===== src/rtl/exc_entry_pkg.sv =====
package exc_entry_pkg;

    localparam int SR_BL_BIT    = 28;
    localparam int SR_RB_BIT    = 29;
    localparam int SR_MD_BIT    = 30;
    localparam int SR_IMASK_LO  = 4;
    localparam int IMASK_W      = 4;
    localparam int SR_IMASK_HI  = SR_IMASK_LO + IMASK_W - 1;

    typedef enum logic [1:0] {
        EV_NONE  = 2'd0,
        EV_RESET = 2'd1,
        EV_EXC   = 2'd2,
        EV_IRQ   = 2'd3
    } ev_kind_e;

endpackage


===== src/rtl/evt_arbiter.sv =====
module evt_arbiter
    import exc_entry_pkg::*;
#(
    parameter int                CODE_W      = 12,
    parameter logic [CODE_W-1:0] EXEMPT_CODE = 12'h1E0,
    parameter logic [CODE_W-1:0] RESET_CODE  = 12'h000
) (
    input  logic                clk,
    input  logic                rst_n,
    input  logic                eval_i,
    input  logic                exc_valid_i,
    input  logic [CODE_W-1:0]   exc_code_i,
    input  logic                irq_valid_i,
    input  logic [IMASK_W-1:0]  irq_level_i,
    input  logic [CODE_W-1:0]   irq_code_i,
    input  logic                blocked_i,
    input  logic [IMASK_W-1:0]  imask_i,
    output ev_kind_e            kind_o,
    output logic [CODE_W-1:0]   code_o
);

    logic irq_ok;

    always_comb begin
        irq_ok = irq_valid_i && !blocked_i && (irq_level_i > imask_i);
        kind_o = EV_NONE;
        code_o = '0;
        if (eval_i) begin
            if (exc_valid_i) begin
                if ((blocked_i && exc_code_i != EXEMPT_CODE) || exc_code_i == RESET_CODE) begin
                    kind_o = EV_RESET;
                    code_o = RESET_CODE;
                end else begin
                    kind_o = EV_EXC;
                    code_o = exc_code_i;
                end
            end else if (irq_ok) begin
                kind_o = EV_IRQ;
                code_o = irq_code_i;
            end
        end
    end


    exc_over_irq_chk: assert property (@(posedge clk) disable iff (!rst_n)
        (eval_i && exc_valid_i) |-> (kind_o != EV_IRQ));


    irq_level_chk: assert property (@(posedge clk) disable iff (!rst_n)
        (kind_o == EV_IRQ) |-> (irq_level_i > imask_i));


    irq_blocked_chk: assert property (@(posedge clk) disable iff (!rst_n)
        (kind_o == EV_IRQ) |-> !blocked_i);

endmodule


===== src/rtl/vec_select.sv =====
module vec_select
    import exc_entry_pkg::*;
#(
    parameter int                       XLEN      = 32,
    parameter int                       CODE_W    = 12,
    parameter int                       N_TLB     = 2,
    parameter logic [N_TLB*CODE_W-1:0]  TLB_CODES = {12'h060, 12'h040},
    parameter logic [XLEN-1:0]          RESET_PC  = 32'hA000_0000,
    parameter logic [XLEN-1:0]          OFS_GEN   = 32'h0000_0100,
    parameter logic [XLEN-1:0]          OFS_TLB   = 32'h0000_0400,
    parameter logic [XLEN-1:0]          OFS_IRQ   = 32'h0000_0600
) (
    input  ev_kind_e            kind_i,
    input  logic [CODE_W-1:0]   code_i,
    input  logic [XLEN-1:0]     vbr_i,
    output logic [XLEN-1:0]     pc_o
);

    logic [N_TLB-1:0] tlb_hit;

    for (genvar g = 0; g < N_TLB; g++) begin : g_tlb
        assign tlb_hit[g] = (code_i == TLB_CODES[g*CODE_W +: CODE_W]);
    end

    always_comb begin
        unique case (kind_i)
            EV_RESET: pc_o = RESET_PC;
            EV_IRQ:   pc_o = vbr_i + OFS_IRQ;
            EV_EXC:   pc_o = vbr_i + ((|tlb_hit) ? OFS_TLB : OFS_GEN);
            default:  pc_o = '0;
        endcase
    end

endmodule


===== src/rtl/exc_entry_seq.sv =====
module exc_entry_seq
    import exc_entry_pkg::*;
#(
    parameter int                XLEN        = 32,
    parameter int                CODE_W      = 12,
    parameter logic [CODE_W-1:0] EXEMPT_CODE = 12'h1E0,
    parameter logic [CODE_W-1:0] RESET_CODE  = 12'h000,
    parameter logic [CODE_W-1:0] TRAP_CODE   = 12'h160,
    parameter logic [XLEN-1:0]   RESET_PC    = 32'hA000_0000,
    parameter logic [XLEN-1:0]   TRAP_STEP   = 32'd2
) (
    input  logic                clk,
    input  logic                rst_n,
    input  logic                boundary_i,
    input  logic                exc_valid_i,
    input  logic [CODE_W-1:0]   exc_code_i,
    input  logic                irq_valid_i,
    input  logic [IMASK_W-1:0]  irq_level_i,
    input  logic [CODE_W-1:0]   irq_code_i,
    input  logic [XLEN-1:0]     sr_i,
    input  logic [XLEN-1:0]     vbr_i,
    input  logic [XLEN-1:0]     pc_i,
    input  logic [XLEN-1:0]     r15_i,
    output logic                busy_o,
    output logic                take_o,
    output logic [XLEN-1:0]     sr_o,
    output logic [XLEN-1:0]     ssr_o,
    output logic [XLEN-1:0]     spc_o,
    output logic [XLEN-1:0]     sgr_o,
    output logic [CODE_W-1:0]   expevt_o,
    output logic [CODE_W-1:0]   intevt_o,
    output logic [XLEN-1:0]     pc_o
);

    localparam logic [XLEN-1:0] ENTRY_SET =
        (XLEN'(1) << SR_BL_BIT) | (XLEN'(1) << SR_MD_BIT) | (XLEN'(1) << SR_RB_BIT);
    localparam logic [XLEN-1:0] IMASK_ALL = XLEN'({IMASK_W{1'b1}}) << SR_IMASK_LO;

    typedef struct packed {
        logic               busy;
        logic               take;
        ev_kind_e           kind;
        logic [CODE_W-1:0]  code;
        logic [XLEN-1:0]    snap_sr;
        logic [XLEN-1:0]    snap_vbr;
        logic [XLEN-1:0]    snap_pc;
        logic [XLEN-1:0]    snap_r15;
        logic [XLEN-1:0]    sr;
        logic [XLEN-1:0]    ssr;
        logic [XLEN-1:0]    spc;
        logic [XLEN-1:0]    sgr;
        logic [CODE_W-1:0]  expevt;
        logic [CODE_W-1:0]  intevt;
        logic [XLEN-1:0]    pc;
    } state_t;

    state_t st_d, st_q;

    ev_kind_e          arb_kind;
    logic [CODE_W-1:0] arb_code;
    logic [XLEN-1:0]   handler_pc;
    logic              accept;

    assign accept = boundary_i && !st_q.busy;

    evt_arbiter #(
        .CODE_W      (CODE_W),
        .EXEMPT_CODE (EXEMPT_CODE),
        .RESET_CODE  (RESET_CODE)
    ) u_arb (
        .clk         (clk),
        .rst_n       (rst_n),
        .eval_i      (accept),
        .exc_valid_i (exc_valid_i),
        .exc_code_i  (exc_code_i),
        .irq_valid_i (irq_valid_i),
        .irq_level_i (irq_level_i),
        .irq_code_i  (irq_code_i),
        .blocked_i   (sr_i[SR_BL_BIT]),
        .imask_i     (sr_i[SR_IMASK_HI:SR_IMASK_LO]),
        .kind_o      (arb_kind),
        .code_o      (arb_code)
    );

    vec_select #(
        .XLEN     (XLEN),
        .CODE_W   (CODE_W),
        .RESET_PC (RESET_PC)
    ) u_vec (
        .kind_i   (st_q.kind),
        .code_i   (st_q.code),
        .vbr_i    (st_q.snap_vbr),
        .pc_o     (handler_pc)
    );

    always_comb begin
        st_d      = st_q;
        st_d.take = 1'b0;

        if (st_q.busy) begin
            st_d.busy = 1'b0;
            st_d.take = 1'b1;
            st_d.ssr  = st_q.snap_sr;
            st_d.sgr  = st_q.snap_r15;
            st_d.spc  = st_q.snap_pc;
            st_d.sr   = st_q.snap_sr | ENTRY_SET;
            st_d.pc   = handler_pc;
            unique case (st_q.kind)
                EV_RESET: begin
                    st_d.sr     = st_q.snap_sr | ENTRY_SET | IMASK_ALL;
                    st_d.expevt = st_q.code;
                end
                EV_EXC: begin
                    st_d.expevt = st_q.code;
                    if (st_q.code == TRAP_CODE) begin
                        st_d.spc = st_q.snap_pc + TRAP_STEP;
                    end
                end
                EV_IRQ: begin
                    st_d.intevt = st_q.code;
                end
                default: begin
                    st_d.take = 1'b0;
                end
            endcase
        end else if (arb_kind != EV_NONE) begin
            st_d.busy     = 1'b1;
            st_d.kind     = arb_kind;
            st_d.code     = arb_code;
            st_d.snap_sr  = sr_i;
            st_d.snap_vbr = vbr_i;
            st_d.snap_pc  = pc_i;
            st_d.snap_r15 = r15_i;
        end
    end

    always_ff @(posedge clk) begin
        if (!rst_n) begin
            st_q <= '0;
        end else begin
            st_q <= st_d;
        end
    end

    assign busy_o   = st_q.busy;
    assign take_o   = st_q.take;
    assign sr_o     = st_q.sr;
    assign ssr_o    = st_q.ssr;
    assign spc_o    = st_q.spc;
    assign sgr_o    = st_q.sgr;
    assign expevt_o = st_q.expevt;
    assign intevt_o = st_q.intevt;
    assign pc_o     = st_q.pc;


    take_pulse_chk: assert property (@(posedge clk) disable iff (!rst_n)
        take_o |=> !take_o);


    busy_then_take_chk: assert property (@(posedge clk) disable iff (!rst_n)
        busy_o |=> (take_o && !busy_o));


    entry_bits_chk: assert property (@(posedge clk) disable iff (!rst_n)
        take_o |-> (sr_o[SR_BL_BIT] && sr_o[SR_MD_BIT] && sr_o[SR_RB_BIT]));


    reset_vector_chk: assert property (@(posedge clk) disable iff (!rst_n)
        (take_o && st_q.kind == EV_RESET) |-> (pc_o == RESET_PC && expevt_o == RESET_CODE));


    saved_sr_chk: assert property (@(posedge clk) disable iff (!rst_n)
        busy_o |=> (ssr_o == $past(st_q.snap_sr)));

endmodule


===== config.mk =====
export PLATFORM = sky130hd
export DESIGN_NAME = exc_entry_seq
export DESIGN_NICKNAME = d
export VERILOG_FILES = /design/src/rtl/exc_entry_pkg.sv /design/src/rtl/evt_arbiter.sv /design/src/rtl/vec_select.sv /design/src/rtl/exc_entry_seq.sv
export SDC_FILE = /design/constraint.sdc
export NUM_CORES = 1
export LEC_CHECK = 0
export CAP_MARGIN = 20
export CORE_UTILIZATION = 40
export CTS_CLUSTER_DIAMETER = 40
export DETAILED_ROUTE_END_ITERATION = 8
export GPL_TIMING_DRIVEN = 0
export PLACE_DENSITY = 0.72
export SLEW_MARGIN = 20
export SYNTH_ARGS = -nofsm -noshare
export SYNTH_HDL_FRONTEND = slang
export SYNTH_SLANG_ARGS = --single-unit

===== constraint.sdc =====
create_clock -name clk -period 3.1 [get_ports clk]
set_input_delay 0.31 -clock clk [delete_from_list [all_inputs] [get_ports clk]]
set_output_delay 0.31 -clock clk [all_outputs]
set_load 0.005 [all_outputs]

== Word-level counts from Yosys, hierarchy flattened ==
Index checks and enable logic that the tools add are counted.
Cells by class
  add/sub/neg operators: 3
  $lt $le $gt $ge: 1
  equal/unequal tests: 7
  muxes and demuxes: 15
  bitwise gates (word level): 2
  reductions and logical operators: 17
Operators by type and width (count)
  $pmux W32 S3: 1
  $mux W32: 2
  $mux W12: 4
  $add A32 B11 Y32 const B: 1
  $add A32 B2 Y32 const B: 1
  $add A32 B32 Y32: 1
  $eq A12 B7 Y1 const B: 2
  $eq A12 B9 Y1 const B: 1
  $logic_not A12 Y1: 1
  $ne A12 B9 Y1 const B: 1
  $mux W11: 1
  $mux W2: 4
  $mux W8: 1
  $reduce_and A2 Y1: 4
  $reduce_or A2 Y1: 3
  $eq A2 B2 Y1 const B: 2
  $gt A4 B4 Y1: 1
  $logic_and A1 B1 Y1: 4
  $reduce_or A3 Y1: 1
  $eq A2 B1 Y1 const B: 1
  $logic_not A1 Y1: 2
  $mux W1: 2
  $not A1 Y1: 2
  $reduce_bool A2 Y1: 1
  $logic_or A1 B1 Y1: 1
Word-level totals
  flip-flop bits (word level): 328
  bits of input ports: 161
  output and inout bits: 186
  word-level logic and storage cells: 60

== Longest topological paths before layout ==
Gate-level depths: netlist of the first run.
  depth after elaboration: 8
  mapped depth: 12
  depth with buffers taken out: 12

== By module ==
Synthesis of the first run repeated with hierarchy kept, for this count alone.
Second synthesis, totals
  cell total of the unflattened synthesis: 1647
  area total of the unflattened synthesis: 13744.4 um2
By module, submodules not included
  exc_entry_seq: times used 1, cells each 1472, area an instance 12462.0 um2, seq. area each 6025.8 um2
  vec_select: times used 1, cells each 135, area an instance 963.4 um2, seq. area each 0.0 um2
  evt_arbiter: times used 1, cells each 40, area an instance 319.1 um2, seq. area each 0.0 um2

== Least setup slack after synthesis of the first run ==
No wires, ideal clock.
  path type: register to register
  from: register st_q[315] (netlist name)
  to: register st_q, in the netlist pc_o[21]
  setup time: 0.127 ns
  arrival: 2.525 ns
  required time: 2.973 ns
  setup slack: 0.448 ns
  cell stages (with the launch flop): 10
  buffers on the path: 0
  period minus slack after synthesis: 2.652 ns
  path through: dfxtp_1 > nor4b_2 > and2_1 > nand2_1 > nor2_1 > ha_1 > a31oi_1 > a2bb2oi_1 > nor4_1 > or3_1
Between the ends
  longest elaborated chain between the ends: 5
  elaborated cells between the ends (all ways): 6
  those cells by class: 1 x add/sub; 2 x eq/ne; 2 x mux; 1 x reduce/logical
Ends and longest elaborated chain
  start: declaration: RTL line exc_entry_seq.sv:57  | state_t st_d, st_q;
  start signal: assignment: RTL line exc_entry_seq.sv:141  | st_q <= st_d;
  $eq A12 B7 Y1: RTL line vec_select.sv:22  | assign tlb_hit[g] = (code_i == TLB_CODES[g*CODE_W +: CODE_W]);
  $reduce_or A2 Y1 *: RTL line vec_select.sv:29  | EV_EXC: pc_o = vbr_i + ((|tlb_hit) ? OFS_TLB : OFS_GEN);
  $mux W11 *: RTL line vec_select.sv:29
  $add A32 B32 Y32 *: RTL line vec_select.sv:29
  $pmux W32 S3 *: RTL line vec_select.sv:26  | unique case (kind_i)
Every way passes the cells marked *; elsewhere a longest branch is shown, timed or not.
A chain may end at the register's enable or synchronous reset.

== Final worst setup path of the first run ==
  from: register st_q[318] (netlist name)
  to: register st_q, in the netlist pc_o[31]
Same word-level chain as after synthesis.

==> impl_results.md, run 1 <==
- Status: complete, no violations
- Worst hold path type: input port to flip-flop
- Crit path kind: flip-flop to flip-flop
- CTS tree: built
- Cell taking the most area after synthesis: dfxtp_1
- Synthesis-to-finish area growth: 39.9%
- Nets: 2217
- Routed Antenna Nets: 0
- Relative slew slack: 38.1%
- Worst Skew: 17.2 ps
- PortBufs: 345
- Type of origin of the critical path: flip-flop
- FMAX: 0.342 GHz
- Final Max Slew Viols: 0
- Post-synth top cells: nand2_1, dfxtp_1, mux2i_1
- Top cell type's share of synthesized area: between 40% and 50%
- Total power: 10400 µW
- Top Ports: 347
- Synth Area in XOR/XNOR: 1.92%
- Die ar.: ~36000 µm²
- Global route overflow: 0
- Layout filler cell count: roughly 3.1k
- 1st-pass router iterations: 5
- Register clock-pin slew on the reported worst setup and hold paths: 60 ps
- Final HPWL DP: 33400 µm
- Largest family of logic cells by synthesized area: simple AND/OR/NAND/NOR gates
- Post-synth cell types: 59
- RSZ-0062 raised after global routing: false
- Post-Place Cells: 2453
- Final Cycle Share: 94.3%
- Number of global-route vias before repair: roughly 13k
- Mux share of post-synthesis cell area: between 10 and 15%
- Final setup vio count: 0
- WP data required: roughly 3500 ps
- Synth warn: 0
- 1st-iter DRT viols: 740
- Final std cells w/o fill: 2533
- CTS Buf Count: 42
- Post-synth design cell area: between 10000 and 15000 µm²
- Initial antenna violation count: 2
- H-tree depth: 2
- Initial cell density of the core: 40.8%
- CP Max Fanout: 9
- CTS root buf: clkbuf_16
- Simple-Gate Fraction of Synth Area: 18.2%
- Global-route wire length before repair: 67900 µm
- Worst slew pin tran: 928 ps
- Drt total wl: 44500 µm
- Ys flop type: dfxtp_1
- Max clock buf depth: 3
- Synth Area in Compound Gates: 8.74%
- Synth area leaders: dfxtp_1, mux2i_1, nand2_1, buf_4, nor2_1
- Die Height: 190 µm
- Vias per cell: 4.99
- Power Dens Cells: 526 nW/µm²
- Tmin final: 2920 ps
- Ys async rst share: 0%
- WP data arrival: 3310 ps
- Post-Syn Instances: 1653
- # DRC: 0
- Mapped Nets: approximately 1.8k
- Num Clock Sinks: 301
- Worst VDD drop: 0.338 mV
- Fin. Hold Viols: 0
- Gr usage total: a little under a quarter
- Avg Synthesized Cell Area: ~8.6 µm²
- Setup TNS: 0 ps
- Die W: 190 µm
- Leak: 0.00766 µW
- Core area: 34700 µm²
- Clk Latency, worst-skew pair: ~530 ps
- Max-Cap Viols: 0
- Post-synthesis sequential area ratio: 42.6%
- Layout cells sized above 1: 14.5%
- Largest net degree at the start of global routing: 14
- DR WL/cell: between 15 and 20 µm
- Via count: between 10k and 15k
- Row count: 68
- Routability Congestion: 0.866
- Post-synthesis adder-cell area fraction: 1.15%
- Endpoint class of the critical path: flip-flop
- FF+latch count, synth: 301
- Number of synthesized flops with an enable pin: 0
- Most frequent cell after synthesis: nand2_1
cells in the final DEF, fill, tap and decap left out, types with 18 or more instances in the layout:
master | synthesis | routed
o21ai_0 | 65 | 65
dfxtp_1 | 301 | 301
nand2_1 | 384 | 384
xnor2_1 | 29 | 29
inv_1 | 32 | 32
mux2i_1 | 195 | 195
clkbuf_1 | 76 | 77
nor4_1 | 19 | 18
clkdlybuf4s50_1 | 0 | 345
clkbuf_16 | 0 | 43
buf_2 | 18 | 18
a21oi_1 | 60 | 59
nor2_1 | 89 | 88
buf_4 | 184 | 185
nand4_1 | 20 | 20
final timing paths:
| path | startpoint | slack (ps) | endpoint | depth (start not counted) |
|---|---|---|---|---|
| hold reg to reg | expevt_o[8] | 450 | expevt_o[8] | 2 |
| hold / removal | rst_n | 320 | st_q[312] | 5 |
| setup reg to reg | st_q[318] | 180 | pc_o[31] | 10 |
| setup / recovery | st_q[318] | 180 | pc_o[31] | 10 |
logic make-up (layout without fill, tap and decap cells):
kind of cell / count (synthesis) / count (layout)
other: 0 / 2
flip-flops: 301 / 301
XOR/XNOR: 31 / 31
adder cells (fa/ha/maj): 13 / 13
buffers and inverters: 322 / 745
multiplexers: 195 / 195
AND/OR/NAND/NOR: 591 / 591
AO/OA/AOI/OAI: 200 / 200
final cells by class:
| class | instances | area, µm² | area share, % |
|---|---|---|---|
| Inverter | 32 | 120 | 0.607 |
| Buffer | 290 | 1810 | 9.15 |
| Clock buffer | 51 | 1170 | 5.89 |
| Timing Repair Buffer | 346 | 3460 | 17.5 |
| Antenna cell | 2 | 5.00 | 0.0253 |
| Clock inverter | 26 | 390 | 1.97 |
| Sequential cell | 301 | 6030 | 30.4 |
| Multi-Input combinational cell | 1030 | 6250 | 31.6 |
| Tap cell | 455 | 569 | 2.88 |
through the flow:
stage	setup WS, ps	util (%)	instance area [µm²]	hold WS [ps]
3_3_place_gp	-588	52.3	18200	439
3_5_place_dp	-628	52.3	18200	447
2_1_floorplan	448	-	14100	421
6_report	178	57.0	19800	323
5_1_grt	11.0	57.0	19800	319
4_1_cts	123	57.0	19800	307
critical path, cell delays in order, from the launching register on:
cell and delay (ps):
dfxtp_1 440, nor4b_4 310, and2_1 190, nand2_1 60, nor2_2 250, ha_1 370
a31oi_4 380, a2bb2oi_4 300, nor3_1 150, a211oi_1 240, o41ai_1 90
state kept, by name, summed over array words and instances (netlist names):
| register | cells |
|---|---|
| busy_o | 1 |
| ssr_o | 7 |
| intevt_o | 12 |
| st_q | 142 |
| sr_o | 30 |
| pc_o | 32 |
| sgr_o | 32 |
| take_o | 1 |
| spc_o | 32 |
| expevt_o | 12 |
report_power, final:
group,leakage (µW),total [µW],switching [µW],internal [µW]
sequential,0.00245,4140,125,4020
combinational,0.00445,1020,497,525
clock,0.000763,5260,1870,3390
per-layer routing:
metal / wire length [µm] / up-vias / track usage [%]
met3: 3730 / 87 / 6.42
met2: 20400 / 502 / 39.3
li1: - / 6164 / -
met4: 1260 / 4 / 8.16
met5: 29 / - / 0
met1: 19100 / 5893 / 30.0
timing repair:
action,in CTS,in global routing
setup buffers,0,1
pin swaps,0,1
hold buffers,0,0
endpoints found under the setup margin,30,10
gates resized for setup,8,1
Note: power is estimated with default switching activity, not from simulation.
==> run 2, diff against run 1 <==
Settings changed: CORE_MARGIN from default to 3.
==> run 2 against run 1 <==
Against the previous run:
- cell area shrank 0.51%
- combinational power is essentially flat
- die area is 4.3% higher
- setup slack gained 14 ps
- highest routed layer unchanged
- clock power is 7.2% lower
- core utilization shrank 0.29 points
- via count is 0.18% lower
- count of clock-buffer cells in the layout increased by 5
- total power shrank 3.6%
- routed wire length up 1.5%
- critical path depth increased by 1
==> impl_results.md, run 2 (synthesis results as in run 1) <==
- Largest net degree at the start of global routing: 14 (unchanged)
- DR WL/cell: 17.8 µm (was 17.6 µm)
- Fin area: 19700 µm² (was 19800 µm²)
- 1st-iter DRT viols: 617 (was 740)
- CTS Buf Count: 44 (was 42)
- Max-Cap Viols: 0 (unchanged)
- Type of origin of the critical path: input port (was flip-flop)
- Worst slew pin tran: 1040 ps (was 928 ps)
- Commonest non-fill, non-tap cells in the layout: nand2_1, clkdlybuf4s50_1, dfxtp_1 (unchanged)
- 1st-pass router iterations: 5 (unchanged)
- Endpoint class of the critical path: flip-flop (unchanged)
- Post-layout util: 56.7% (was 57.0%)
- Layout cells sized above 1: 14.4% (was 14.5%)
- Num Clock Sinks: 301 (unchanged)
- Routability Congestion: 0.879 (was 0.866)
- Die ar.: 37700 µm² (was 36100 µm²)
- FMAX: 0.344 GHz (was 0.342 GHz)
- Die W: 194 µm (was 190 µm)
- Top Ports: 347 (unchanged)
- CTS root buf: clkbuf_16 (unchanged)
- Most common cell after layout, fill and taps aside: nand2_1 (unchanged)
- Synthesis-to-finish area growth: 39.2% (was 39.9%)
- Die Height: 194 µm (was 190 µm)
- Nets: 2219 (was 2217)
- Initial cell density of the core: 40.8% (unchanged)
- Global-route wire length before repair: 70000 µm (was 67900 µm)
- Final Cycle Share: 93.8% (was 94.3%)
- Drt total wl: 45200 µm (was 44500 µm)
- Final setup vio count: 0 (unchanged)
- Crit path kind: input port to flip-flop (was flip-flop to flip-flop)
- Largest reg by FF count: st_q (unchanged)
- Final Max Slew Viols: 0 (unchanged)
- Final HPWL DP: 34000 µm (was 33400 µm)
- Hold_buf cts: 0 (unchanged)
- Post-DP Area: 18200 µm² (unchanged)
- RSZ-0062 raised after global routing: false (unchanged)
- Via count: 12.6k (was 12.7k)
- Core area: 34700 µm² (unchanged)
- PortBufs: 345 (unchanged)
- Vias per cell: 4.98 (was 4.99)
- Worst Skew: 17.1 ps (was 17.2 ps)
- Row count: 68 (unchanged)
- Register clock-pin slew on the reported worst setup and hold paths: 50 ps (was 60 ps)
- Relative slew slack: 30.1% (was 38.1%)
- Worst hold path type: input port to flip-flop (unchanged)
- H-tree depth: 2 (unchanged)
- Total power: 10000 µW (was 10400 µW)
- Clk Latency, worst-skew pair: 530 ps (about the same)
- CTS tree: built (unchanged)
- Max FFs per register: 142 (unchanged)
- Fin. Hold Viols: 0 (unchanged)
- Leak: 0.00760 µW (was 0.00766 µW)
- Routed Antenna Nets: 0 (unchanged)
- WP data arrival: 3280 ps (was 3310 ps)
- Gr usage total: 22.9% (was 23.9%)
- Global route overflow: 0 (unchanged)
- Worst VDD drop: 0.308 mV (was 0.338 mV)
- Initial antenna violation count: 1 (was 2)
- Number of global-route vias before repair: 12.6k (was 12.5k)
- CP Max Fanout: 10 (was 9)
- Max clock buf depth: 3 (unchanged)
- Power Dens Cells: 510 nW/µm² (was 526 nW/µm²)
- Status: complete, no violations (unchanged)
- # DRC: 0 (unchanged)
- Tmin final: 2910 ps (was 2920 ps)
- WP data required: 3470 ps (was 3490 ps)
## run 2: cell count changes in the layout (fill, tap and decap cells not counted), sizes merged
cell      change
bufinv        -6
diode         -1
clkbuf        +5
clkinvlp      +2
inv           +3
## run 2: metrics by stage
stage          hold slack [ps]  worst slack [ps]  instances  TNS [ps]
2_1_floorplan              421               448       1653         0
3_3_place_gp               438              -624       2453    -32650
3_5_place_dp               444              -650       2453    -40350
4_1_cts                    303              40.0       2534         0
5_1_grt                    324              21.7       2535         0
6_report                   328               192       2536         0
## run 2: routing by layer
| layer | up-vias | part of all wire (%) | track usage, % |
|---|---|---|---|
| met5 | - | 0.029 | 0 |
| met4 | 2 | 2.1 | 5.51 |
| met3 | 69 | 8.3 | 6.43 |
| met2 | 464 | 47 | 38.5 |
| met1 | 5916 | 43 | 29.2 |
| li1 | 6176 | - | - |
## run 2: path summary, 6_finish.rpt
path	endpoint	startpoint	slack, ps	depth (start not counted)
worst max-delay path	st_q[321]	sr_i[7]	190	11
worst min-delay path	st_q[312]	rst_n	330	5
worst max register to register	pc_o[19]	st_q[318]	200	10
worst min register to register	spc_o[23]	spc_o[23]	440	2
## run 2: final cells by class
class                      instances  area [µm²]
buffer                           290        1810
sequential                       301        6030
timing repair buffer             346        3460
tap                              455         569
antenna                            1        2.50
multi-input combinational       1030        6250
inverter                          32         120
clock inverter                    25         246
clock buffer                      56        1210
fill                            3136       15000
## run 2: power by group
group / total (µW) / internal, µW / leakage (µW) / switching [µW]
clock network: 4880 / 2980 / 0.000705 / 1910
logic: 1020 / 524 / 0.00445 / 497
registers: 4140 / 4020 / 0.00245 / 125
total: 10000 / 7520 / 0.00760 / 2530
## run 2: what timing repair did
item	4_1_cts	5_1_grt
pin swaps	0	1
setup buffers	0	1
resized for setup	6	3
endpoints found under the setup margin	21	11
## run 2: worst max-delay path, stage by stage
cell and delay [ps]:
clkdlybuf4s50_1 490, inv_1 80, ha_1 310, nand4_1 160, nand3b_1 130, a21oi_1 190, o21a_1 130, clkbuf_1 350
clkbuf_1 490, clkbuf_1 460, o221ai_1 180
==> run 3, diff against run 2 <==
Settings changed: CAP_MARGIN 20 to 25, CTS_CLUSTER_DIAMETER 40 to default.
==> run 3 against run 2 <==
Against the previous run:
- routed wire length decreased by 1.1%
- combinational power about the same
- critical endpoint unchanged
- core utilization decreased by 0.99 points
- critical path type unchanged
- highest routed layer unchanged
==> impl_results.md, run 3 (synthesis results as in run 1) <==
- Most common cell after layout, fill and taps aside: nand2_1 (unchanged)
- Top Ports: 347 (unchanged)
- Leak: 0.00745 µW (was 0.00760 µW)
- DR WL/cell: 17.7 µm (was 17.8 µm)
- CTS root buf: clkbuf_16 (unchanged)
- WP data arrival: 3300 ps (was 3280 ps)
- Crit path kind: input port to flip-flop (unchanged)
- 1st-pass router iterations: 5 (unchanged)
- Final setup vio count: 0 (unchanged)
- Worst Skew: 14.9 ps (was 17.1 ps)
- Register clock-pin slew on the reported worst setup and hold paths: 60 ps (was 50 ps)
- Clk Latency, worst-skew pair: 510 ps (was 530 ps)
- Layout cells sized above 1: 13.5% (was 14.4%)
- 1st-iter DRT viols: 606 (was 617)
- Critical path cell sequence: clkdlybuf4s50_1 -> inv_1 -> ha_1 -> nor2b_1 -> o211ai_1 -> a21oi_1 -> o21a_1 -> clkbuf_1 -> clkbuf_1 -> clkbuf_1 -> o221ai_1 (was clkdlybuf4s50_1 -> inv_1 -> ha_1 -> nand4_1 -> nand3b_1 -> a21oi_1 -> o21a_1 -> clkbuf_1 -> clkbuf_1 -> clkbuf_1 -> o221ai_1)
- Worst VDD drop: 0.259 mV (was 0.308 mV)
- Number of global-route vias before repair: 12.5k (was 12.6k)
- FMAX: 0.340 GHz (was 0.344 GHz)
- CP max stage delay: 490 ps (about the same)
- CTS Buf Count: 34 (was 44)
- # DRC: 0 (unchanged)
- Synthesis-to-finish area growth: 36.8% (was 39.2%)
- Routability Congestion: 0.879 (unchanged)
- Nets: 2210 (was 2219)
- Tmin final: 2940 ps (was 2910 ps)
- Initial antenna violation count: 4 (was 1)
- Layout filler cell count: 3117 (was 3136)
- Final Max Slew Viols: 0 (unchanged)
- Worst hold path type: input port to flip-flop (unchanged)
- Commonest non-fill, non-tap cells in the layout: nand2_1, clkdlybuf4s50_1, dfxtp_1 (unchanged)
- Drt total wl: 44700 µm (was 45200 µm)
- DP Worst Slack: -650 ps (about the same)
- Routed Antenna Nets: 0 (unchanged)
- Max clock buf depth: 3 (unchanged)
- Final HPWL DP: 33800 µm (was 34000 µm)
- CP max-delay cell: clkdlybuf4s50_1 (unchanged)
- Reg2reg start: st_q[315] (was st_q[318])
- Final Cycle Share: 94.9% (was 93.8%)
- WP data required: 3450 ps (was 3470 ps)
- CP Max Fanout: 10 (unchanged)
- Final std cells w/o fill: 2516 (was 2536)
- Via count: 12.5k (was 12.6k)
- Largest reg by FF count: st_q (unchanged)
- Relative slew slack: 32.1% (was 30.1%)
- Die Height: 194 µm (unchanged)
- Largest net degree at the start of global routing: 14 (unchanged)
- RSZ-0062 raised after global routing: false (unchanged)
- PortBufs: 345 (unchanged)
- CTS tree: built (unchanged)
- Global route overflow: 0 (unchanged)
- Max FFs per register: 142 (unchanged)
- Hold_buf cts: 0 (unchanged)
- Vias per cell: 4.98 (about the same)
- Post-Place Cells: 2454 (was 2453)
- H-tree depth: 2 (unchanged)
- Initial cell density of the core: 40.8% (unchanged)
- Power Dens Cells: 474 nW/µm² (was 510 nW/µm²)
- Die ar.: 37700 µm² (unchanged)
- Core area: 34700 µm² (unchanged)
- Endpoint class of the critical path: flip-flop (unchanged)
- Die W: 194 µm (unchanged)
- Crit path from: sr_i[5] (was sr_i[7])
- Global-route wire length before repair: 68900 µm (was 70000 µm)
- Worst slew pin tran: 1020 ps (was 1040 ps)
- HP Start: rst_n (unchanged)
- Type of origin of the critical path: input port (unchanged)
- Crit path top cell by count: clkbuf_1 (unchanged)
- Max-Cap Viols: 0 (unchanged)
- Num Clock Sinks: 301 (unchanged)
- Status: complete, no violations (unchanged)
- Fin. Hold Viols: 0 (unchanged)
- Row count: 68 (unchanged)
- Gr usage total: 22.5% (was 22.9%)
- Worst Slack Setup Final: 157 ps (was 192 ps)
## run 3: changes by cell type in the layout (fill, tap and decap cells not counted), moves of 2 or more
cell,delta
clkinv_4,-5
clkinvlp_4,-3
clkbuf_8,+3
clkinv_2,+3
clkbuf_1,-2
inv_8,-2
clkbuf_16,-10
inv_6,-6
## run 3: path summary, 6_finish.rpt
path / slack (ps) / to / depth (start not counted)
hold / removal: 360 / st_q[312] / 5
setup / recovery: 160 / st_q[321] / 11
setup reg to reg: 210 / pc_o[31] / 10
hold reg to reg: 450 / spc_o[23] / 2
## run 3: layout make-up
type	instances	area, µm²	area share [%]
Antenna cell	2	5.00	0.0259
Buffer	290	1810	9.35
Clock buffer	47	991	5.12
Clock inverter	12	120	0.621
Inverter	32	120	0.621
Multi-Input combinational cell	1030	6250	32.3
Sequential cell	301	6030	31.1
Tap cell	455	569	2.94
Timing Repair Buffer	347	3460	17.9
## run 3: metrics by stage
step	utilization, %	instance area (µm²)	setup TNS, ps	total power (µW)	hold WS, ps
6_report	55.8	19400	0	9170	358
3_5_place_dp	52.4	18200	-37040	5230	443
4_1_cts	55.7	19300	0	9240	317
3_3_place_gp	52.3	18200	-32650	5220	438
5_1_grt	55.8	19400	0	9490	348
2_1_floorplan	-	14100	0	4710	421
## run 3: worst max-delay path, delay by kind of cell
kind,cells,cell delay [ps]
adder cells (fa/ha/maj),1,290
buffers and inverters,5,1850
AO/OA/AOI/OAI,4,710
AND/OR/NAND/NOR,1,130
## run 3: what timing repair did
item                       CTS  global route
resized for setup            6             3
setup endpoints to repair   21            12
pin swaps                    0             1
setup buffers                0             1
## run 3: layer usage
layer / share of wire (%) / track usage, % / wire length, µm / vias up
li1: - / - / - / 6127
met5: 0.047 / 0 / 21 / -
met2: 46 / 37.8 / 20700 / 506
met1: 43 / 28.5 / 19200 / 5815
met3: 8.4 / 6.31 / 3740 / 68
met4: 2.3 / 6.01 / 1030 / 4
## run 3: where the power goes
part / internal [µW] / leakage [µW] / switching (µW)
Sequential: 4010 / 0.00245 / 126
Combinational: 524 / 0.00445 / 495
Clock: 2400 / 0.000552 / 1600
